<file path="config.mk">
export PLATFORM = sky130hd
export DESIGN_NAME = irq_wire_aggregator
export DESIGN_NICKNAME = d
export VERILOG_FILES = /design/src/rtl/irqa_pkg.sv /design/src/rtl/irqa_detect.sv /design/src/rtl/irqa_cause_bank.sv /design/src/rtl/irq_wire_aggregator.sv
export SDC_FILE = /design/constraint.sdc
export NUM_CORES = 1
export LEC_CHECK = 0
export ABC_AREA = 1
export BUFFER_PORTS_ARGS = -buffer_cell sky130_fd_sc_hd__buf_2
export CAP_MARGIN = 25
export CORE_AREA = 2 2 110 112
export CTS_CLUSTER_DIAMETER = 150
export CTS_CLUSTER_SIZE = 28
export DETAILED_ROUTE_END_ITERATION = 8
export DIE_AREA = 0 0 112 114
export PLACE_DENSITY = 0.79
export SYNTH_ARGS = -nofsm -noshare
export SYNTH_HDL_FRONTEND = slang
export SYNTH_HIERARCHICAL = 1
export SYNTH_SLANG_ARGS = --single-unit
</file>
<file path="constraint.sdc">
create_clock -name clk -period 6.45 [get_ports clk]
set_input_delay 0.3225 -clock clk [delete_from_list [all_inputs] [get_ports clk]]
set_output_delay 0.3225 -clock clk [all_outputs]
set_load 0.05 [all_outputs]
</file>
<file path="src/rtl/irqa_pkg.sv">
package irqa_pkg;
  localparam int unsigned ADDR_W = 6;

  localparam logic [ADDR_W-1:0] OFS_CAUSE = 6'h00;
  localparam logic [ADDR_W-1:0] OFS_SETC  = 6'h08;
  localparam logic [ADDR_W-1:0] OFS_MASK  = 6'h10;
  localparam logic [ADDR_W-1:0] OFS_CTRL  = 6'h28;

  localparam int unsigned CTRL_EDGE_BIT = 3;
  localparam int unsigned CTRL_MSIM_BIT = 5;

  typedef enum logic [2:0] {
    SEL_NONE,
    SEL_CAUSE,
    SEL_SETC,
    SEL_MASK,
    SEL_CTRL
  } reg_sel_e;

  function automatic reg_sel_e decode_ofs(input logic [ADDR_W-1:0] ofs);
    case (ofs)
      OFS_CAUSE: decode_ofs = SEL_CAUSE;
      OFS_SETC:  decode_ofs = SEL_SETC;
      OFS_MASK:  decode_ofs = SEL_MASK;
      OFS_CTRL:  decode_ofs = SEL_CTRL;
      default:   decode_ofs = SEL_NONE;
    endcase
  endfunction
endpackage

</file>
<file path="src/rtl/irqa_detect.sv">
module irqa_detect #(
  parameter int unsigned NSRC = 32
) (
  input  logic            clk,
  input  logic            rst_n,
  input  logic [NSRC-1:0] src,
  input  logic            edge_mode,
  output logic [NSRC-1:0] hit
);
  logic [NSRC-1:0] s1_q, s2_q, prev_q;

  always_ff @(posedge clk or negedge rst_n) begin
    if (!rst_n) begin
      s1_q   <= '0;
      s2_q   <= '0;
      prev_q <= '0;
    end else begin
      s1_q   <= src;
      s2_q   <= s1_q;
      prev_q <= s2_q;
    end
  end

  for (genvar i = 0; i < NSRC; i++) begin : g_sense
    always_comb begin
      if (edge_mode) hit[i] = s2_q[i] & ~prev_q[i];
      else           hit[i] = s2_q[i];
    end
  end

  // in edge mode a held input never produces two hits in a row
  a_r3_single_pulse: assert property (@(posedge clk) disable iff (!rst_n)
    (edge_mode && $past(edge_mode)) |-> ((hit & $past(hit)) == '0));
endmodule

</file>
<file path="src/rtl/irqa_cause_bank.sv">
module irqa_cause_bank #(
  parameter int unsigned NSRC = 32
) (
  input  logic            clk,
  input  logic            rst_n,
  input  logic [NSRC-1:0] hit,
  input  logic            clr_we,
  input  logic [NSRC-1:0] clr_keep,
  input  logic            set_we,
  input  logic [NSRC-1:0] set_bits,
  output logic [NSRC-1:0] cause
);
  logic [NSRC-1:0] cause_q, cause_d, sw_set, kept;

  always_comb begin
    sw_set  = set_we ? set_bits : '0;
    kept    = clr_we ? (cause_q & clr_keep) : cause_q;
    cause_d = kept | sw_set | hit;   // any set beats a clear
  end

  always_ff @(posedge clk or negedge rst_n) begin
    if (!rst_n) cause_q <= '0;
    else        cause_q <= cause_d;
  end

  assign cause = cause_q;

  // a hardware hit always lands, even against a clear
  a_r8_set_wins: assert property (@(posedge clk) disable iff (!rst_n)
    (|hit) |=> ((cause_q & $past(hit)) == $past(hit)));

  // a software set always lands
  a_r5_sw_set: assert property (@(posedge clk) disable iff (!rst_n)
    set_we |=> ((cause_q & $past(set_bits)) == $past(set_bits)));

  // cleared bits without a competing set read zero next cycle
  a_r4_clear: assert property (@(posedge clk) disable iff (!rst_n)
    clr_we |=> ((cause_q & ~$past(clr_keep) & ~$past(hit | sw_set)) == '0));

  // no cause bit appears without a source
  a_r2_no_spurious: assert property (@(posedge clk) disable iff (!rst_n)
    1'b1 |=> ((cause_q & ~$past(cause_q | sw_set | hit)) == '0));
endmodule

</file>
<file path="src/rtl/irq_wire_aggregator.sv">
module irq_wire_aggregator
  import irqa_pkg::*;
#(
  parameter int unsigned NSRC = 32
) (
  input  logic              clk,
  input  logic              rst_n,
  input  logic [NSRC-1:0]   irq_src,
  input  logic              cfg_we,
  input  logic [ADDR_W-1:0] cfg_addr,
  input  logic [NSRC-1:0]   cfg_wdata,
  output logic [NSRC-1:0]   cfg_rdata,
  output logic              irq_out
);
  // reset: asserted asynchronously, released on a clock edge
  logic rst_s1_q, rst_sync_n;
  always_ff @(posedge clk or negedge rst_n) begin
    if (!rst_n) begin
      rst_s1_q   <= 1'b0;
      rst_sync_n <= 1'b0;
    end else begin
      rst_s1_q   <= 1'b1;
      rst_sync_n <= rst_s1_q;
    end
  end

  reg_sel_e        sel;
  logic            wr_cause, wr_setc, wr_mask, wr_ctrl;
  logic [NSRC-1:0] mask_q, mask_d;
  logic            edge_q, edge_d, msim_q, msim_d;
  logic [NSRC-1:0] hit, cause;

  always_comb begin
    sel      = decode_ofs(cfg_addr);
    wr_cause = cfg_we && (sel == SEL_CAUSE);
    wr_setc  = cfg_we && (sel == SEL_SETC);
    wr_mask  = cfg_we && (sel == SEL_MASK);
    wr_ctrl  = cfg_we && (sel == SEL_CTRL);
  end

  always_comb begin
    mask_d = mask_q;
    edge_d = edge_q;
    msim_d = msim_q;
    if (wr_mask) mask_d = cfg_wdata;
    if (wr_ctrl) begin
      edge_d = cfg_wdata[CTRL_EDGE_BIT];
      msim_d = cfg_wdata[CTRL_MSIM_BIT];
    end
  end

  always_ff @(posedge clk or negedge rst_sync_n) begin
    if (!rst_sync_n) begin
      mask_q <= '1;
      edge_q <= 1'b0;
      msim_q <= 1'b0;
    end else begin
      mask_q <= mask_d;
      edge_q <= edge_d;
      msim_q <= msim_d;
    end
  end

  irqa_detect #(.NSRC(NSRC)) u_detect (
    .clk       (clk),
    .rst_n     (rst_sync_n),
    .src       (irq_src),
    .edge_mode (edge_q),
    .hit       (hit)
  );

  irqa_cause_bank #(.NSRC(NSRC)) u_cause (
    .clk      (clk),
    .rst_n    (rst_sync_n),
    .hit      (hit),
    .clr_we   (wr_cause),
    .clr_keep (cfg_wdata),
    .set_we   (wr_setc),
    .set_bits (cfg_wdata),
    .cause    (cause)
  );

  always_comb begin
    cfg_rdata = '0;
    case (sel)
      SEL_CAUSE: cfg_rdata = cause;
      SEL_MASK:  cfg_rdata = mask_q;
      SEL_CTRL: begin
        cfg_rdata[CTRL_EDGE_BIT] = edge_q;
        cfg_rdata[CTRL_MSIM_BIT] = msim_q;
      end
      default:   cfg_rdata = '0;
    endcase
  end

  assign irq_out = |(cause & ~mask_q);

  // a fully masked instance never raises the wire
  a_r6_all_masked: assert property (@(posedge clk) disable iff (!rst_sync_n)
    (mask_q == '1) |-> !irq_out);

  // a write to an unmapped offset leaves mask and control unchanged
  a_r9_unmapped_write: assert property (@(posedge clk) disable iff (!rst_sync_n)
    (cfg_we && sel == SEL_NONE) |=> ($stable(mask_q) && $stable(edge_q) && $stable(msim_q)));
endmodule

</file>
==> summary.log <==
INFO  cells_and_area diodes=0
INFO  placement      placement.setup.worst_slack=3.71ns
INFO  timing         finalHoldViolCount=0
INFO  placement      port-buffer-count=105
INFO  pwr            worst_supply_voltage_drop_on_vdd=0.193mV
INFO  routing        finalWirelength=13,300um
INFO  routing        initialDrtViolationCount=248
INFO  critical_path  critical_path_peak_fanout=16
INFO  timing         rsz0062_at_grt=no
INFO  clock_network  clockRootBuffer=clkbuf_16
INFO  timing         totalNegativeSetupSlack=0ns
INFO  clock_network  worstSkewPairLatency=0.42ns
INFO  cells_and_area area_growth_syn_to_layout=23.8%
INFO  global_route   wire_length_of_the_first_global_routing_pass=21,600um
INFO  yosys          seq_area_frac_synth=0.647
INFO  timing         max_slew_margin=0.322
INFO  critical_path  setup_crit_start_kind=primary input
INFO  run_status     outcome=complete, no violations
INFO  critical_path  timing_worst_setup_path_type=in -> out
INFO  timing         achievable-frequency=396MHz
INFO  global_route   antenna_violations_before_repair=0
INFO  clock_network  post-cts-setup-buffers=0
INFO  routing        drt_pre_antenna_iters=5
INFO  clock_network  cts.reportedPaths.clkPinSlew=0.06ns
INFO  hold_path      hp-class=in -> reg
INFO  timing         finalSetupViolCount=0
INFO  cells_and_area layout.cells.most_common_list=216 x nand2_1, 131 x dfrtp_1, 105 x buf_2, 103 x inv_1, 64 x a21oi_1
INFO  timing         worst_clock_skew=0.00763ns
INFO  critical_path  worstPathArrival=2.20ns
INFO  clock_network  ctsHtreeMaxLevel=4
INFO  die            ios=106
INFO  yosys          syn_area=6410um^2
INFO  global_route   globalRouteOverflowTotal=0
INFO  routing        post-route-drc-count=0
INFO  placement      place.detailed.hpwl=8270um
INFO  yosys          synth_cells=660
INFO  die            core_area=11,700um^2
INFO  cells_and_area post_route_cells_drive_above_1_share=0.255
INFO  yosys          synth_fp_nets=733
INFO  clock_network  ctsLongestPathBuffers=2
INFO  die            chipHeight=114um
INFO  yosys          syn_avg_cell_area=9.71um^2
INFO  placement      globalplace.congestion=0.777
INFO  timing         final_critical_path_setup_slack=3.93ns
INFO  timing         slew_at_the_pin_closest_to_its_max_slew_limit=1.02ns
INFO  timing         maxSlewViolCount=0
INFO  clock_network  cts_tree=done
INFO  timing         final_min_period_over_clock_period=0.391
INFO  timing         hold_slack=0.0285ns
INFO  yosys          postSynthRegisterBits=164
INFO  critical_path  setup.worst_path.end_class=primary output
INFO  pwr            total_leakage_power=4.07nW
INFO  clock_network  cts_sinks=164
INFO  cells_and_area nFillCells=876
INFO  die            die_w=112um
INFO  global_route   grt.total_usage=0.220
INFO  critical_path  crit_required=6.13ns
INFO  cells_and_area layout.cells.most_common=nand2_1
INFO  cells_and_area layout.core_utilization=0.677
INFO  global_route   grt_pass1_vias=4,776
INFO  cells_and_area sequential_cell_area=4150um^2
INFO  clock_network  num_cts_buffers=17
INFO  routing        postRouteAntennaNets=0
INFO  routing        wl_per_cell=13.9um
INFO  die            die_area=12,800um^2
INFO  cells_and_area multi_input_comb_area=1710um^2
INFO  pwr            power-per-cell-area=304nW/um^2
INFO  global_route   grt_start_max_net_pins=83
INFO  yosys          yosysWarningCount=6
INFO  yosys          synth.lib_cells_used.distinct=20
INFO  routing        num_vias=4,749
INFO  die            floorplan.initialDensity=0.547
INFO  die            rows=40
INFO  timing         final_critical_period=2.52ns
INFO  routing        vias_per_cell=4.96
INFO  cells_and_area layout.nets=871
INFO  job            max_cap_viol_count=0
==> logic make-up after synthesis <==
family / after synthesis / synth area share
flip-flops: 164 / 0.647
AO/OA/AOI/OAI: 129 / 0.117
other: 1 / 0.000585
AND/OR/NAND/NOR: 242 / 0.147
buffers and inverters: 124 / 0.0890
==> final timing paths <==
kind / start / endpoint / slack, ns / cells after the start
min in group asynchronous: rst_sync_n$_DFF_PN0_ / u_cause/cause[15]$_DFF_PN0_ / 0.13 / 0
worst min-delay path: irq_src[23] / u_detect/s1_q[23]$_DFF_PN0_ / 0.03 / 1
worst max-delay path: cfg_addr[1] / cfg_rdata[15] / 3.93 / 8
max in group asynchronous: rst_sync_n$_DFF_PN0_ / mask_q[16]$_DFFE_PN1P_ / 5.09 / 3
worst max register to register: rst_sync_n$_DFF_PN0_ / mask_q[16]$_DFFE_PN1P_ / 5.09 / 3
worst min register to register: rst_sync_n$_DFF_PN0_ / u_cause/cause[15]$_DFF_PN0_ / 0.13 / 0
==> critical path: stages <==
cell and delay, ns:
buf_2 0.10, nor2_1 0.20, nand3_1 0.26, inv_1 0.52
buf_8 0.24, nand2_1 0.07, o21ai_0 0.14, buf_2 0.34
==> cell type report <==
cell class	count	share of cell area
multi-input combinational	372	0.215
sequential	164	0.523
inverter	103	0.0487
timing repair buffer	140	0.114
clock inverter	13	0.0186
tap	147	0.0232
clock buffer	19	0.0571
==> cells in the mapped netlist <==
cell	instances	share of area
nand2_1	216	0.13
dfrtp_1	132	0.52
inv_1	103	0.060
a21oi_1	64	0.050
dfstp_2	32	0.13
o21ai_0	32	0.025
o21ai_2	26	0.036
nor2_1	18	0.011
buf_6	12	0.021
nand3_1	5	0.0039
o21ai_1	4	0.0031
buf_2	3	0.0023
buf_4	3	0.0035
clkbuf_1	3	0.0018
o211ai_1	2	0.0023
conb_1	1	0.00059
nand3_2	1	0.0016
nor2_8	1	0.0031
nor4_1	1	0.00098
o22ai_1	1	0.00098
==> per-layer routing <==
metal	part of all wire	global-route usage	up-vias	wire length [um]
li1	-	-	2305	-
met5	0	0	-	0
met3	0.053	0.0712	16	710
met4	0.014	0.0911	0	185
met1	0.42	0.270	2283	5530
met2	0.52	0.365	145	6850
==> registers in the layout, indices dropped and copies added, names as in the netlist <==
name             flops
edge_q               1
mask_q              32
msim_q               1
rst_s1_q             1
rst_sync_n           1
u_cause/cause       32
u_detect/prev_q     32
u_detect/s1_q       32
u_detect/s2_q       32
==> timing repair <==
action	CTS	global route
endpoints found under the hold margin	28	1
hold buffers	27	1
gates resized for setup	0	0
==> where the power goes <==
part,leakage [nW],switching [W],total (W),internal [W]
registers,1.79,0.0000238,0.00115,0.00113
clock network,0.283,0.000411,0.00101,0.000595
logic,2.00,0.000154,0.000248,0.0000939
==> per-stage QoR <==
stage / cell area [um^2] / total power (W) / cells
2_1_floorplan: 6410 / 0.00133 / 660
3_3_place_gp: 6980 / 0.00139 / 895
3_5_place_dp: 6980 / 0.00140 / 895
4_1_cts: 7850 / 0.00243 / 954
5_1_grt: 7930 / 0.00251 / 958
6_report: 7930 / 0.00241 / 958
Note: power is estimated with default switching activity, not from simulation.
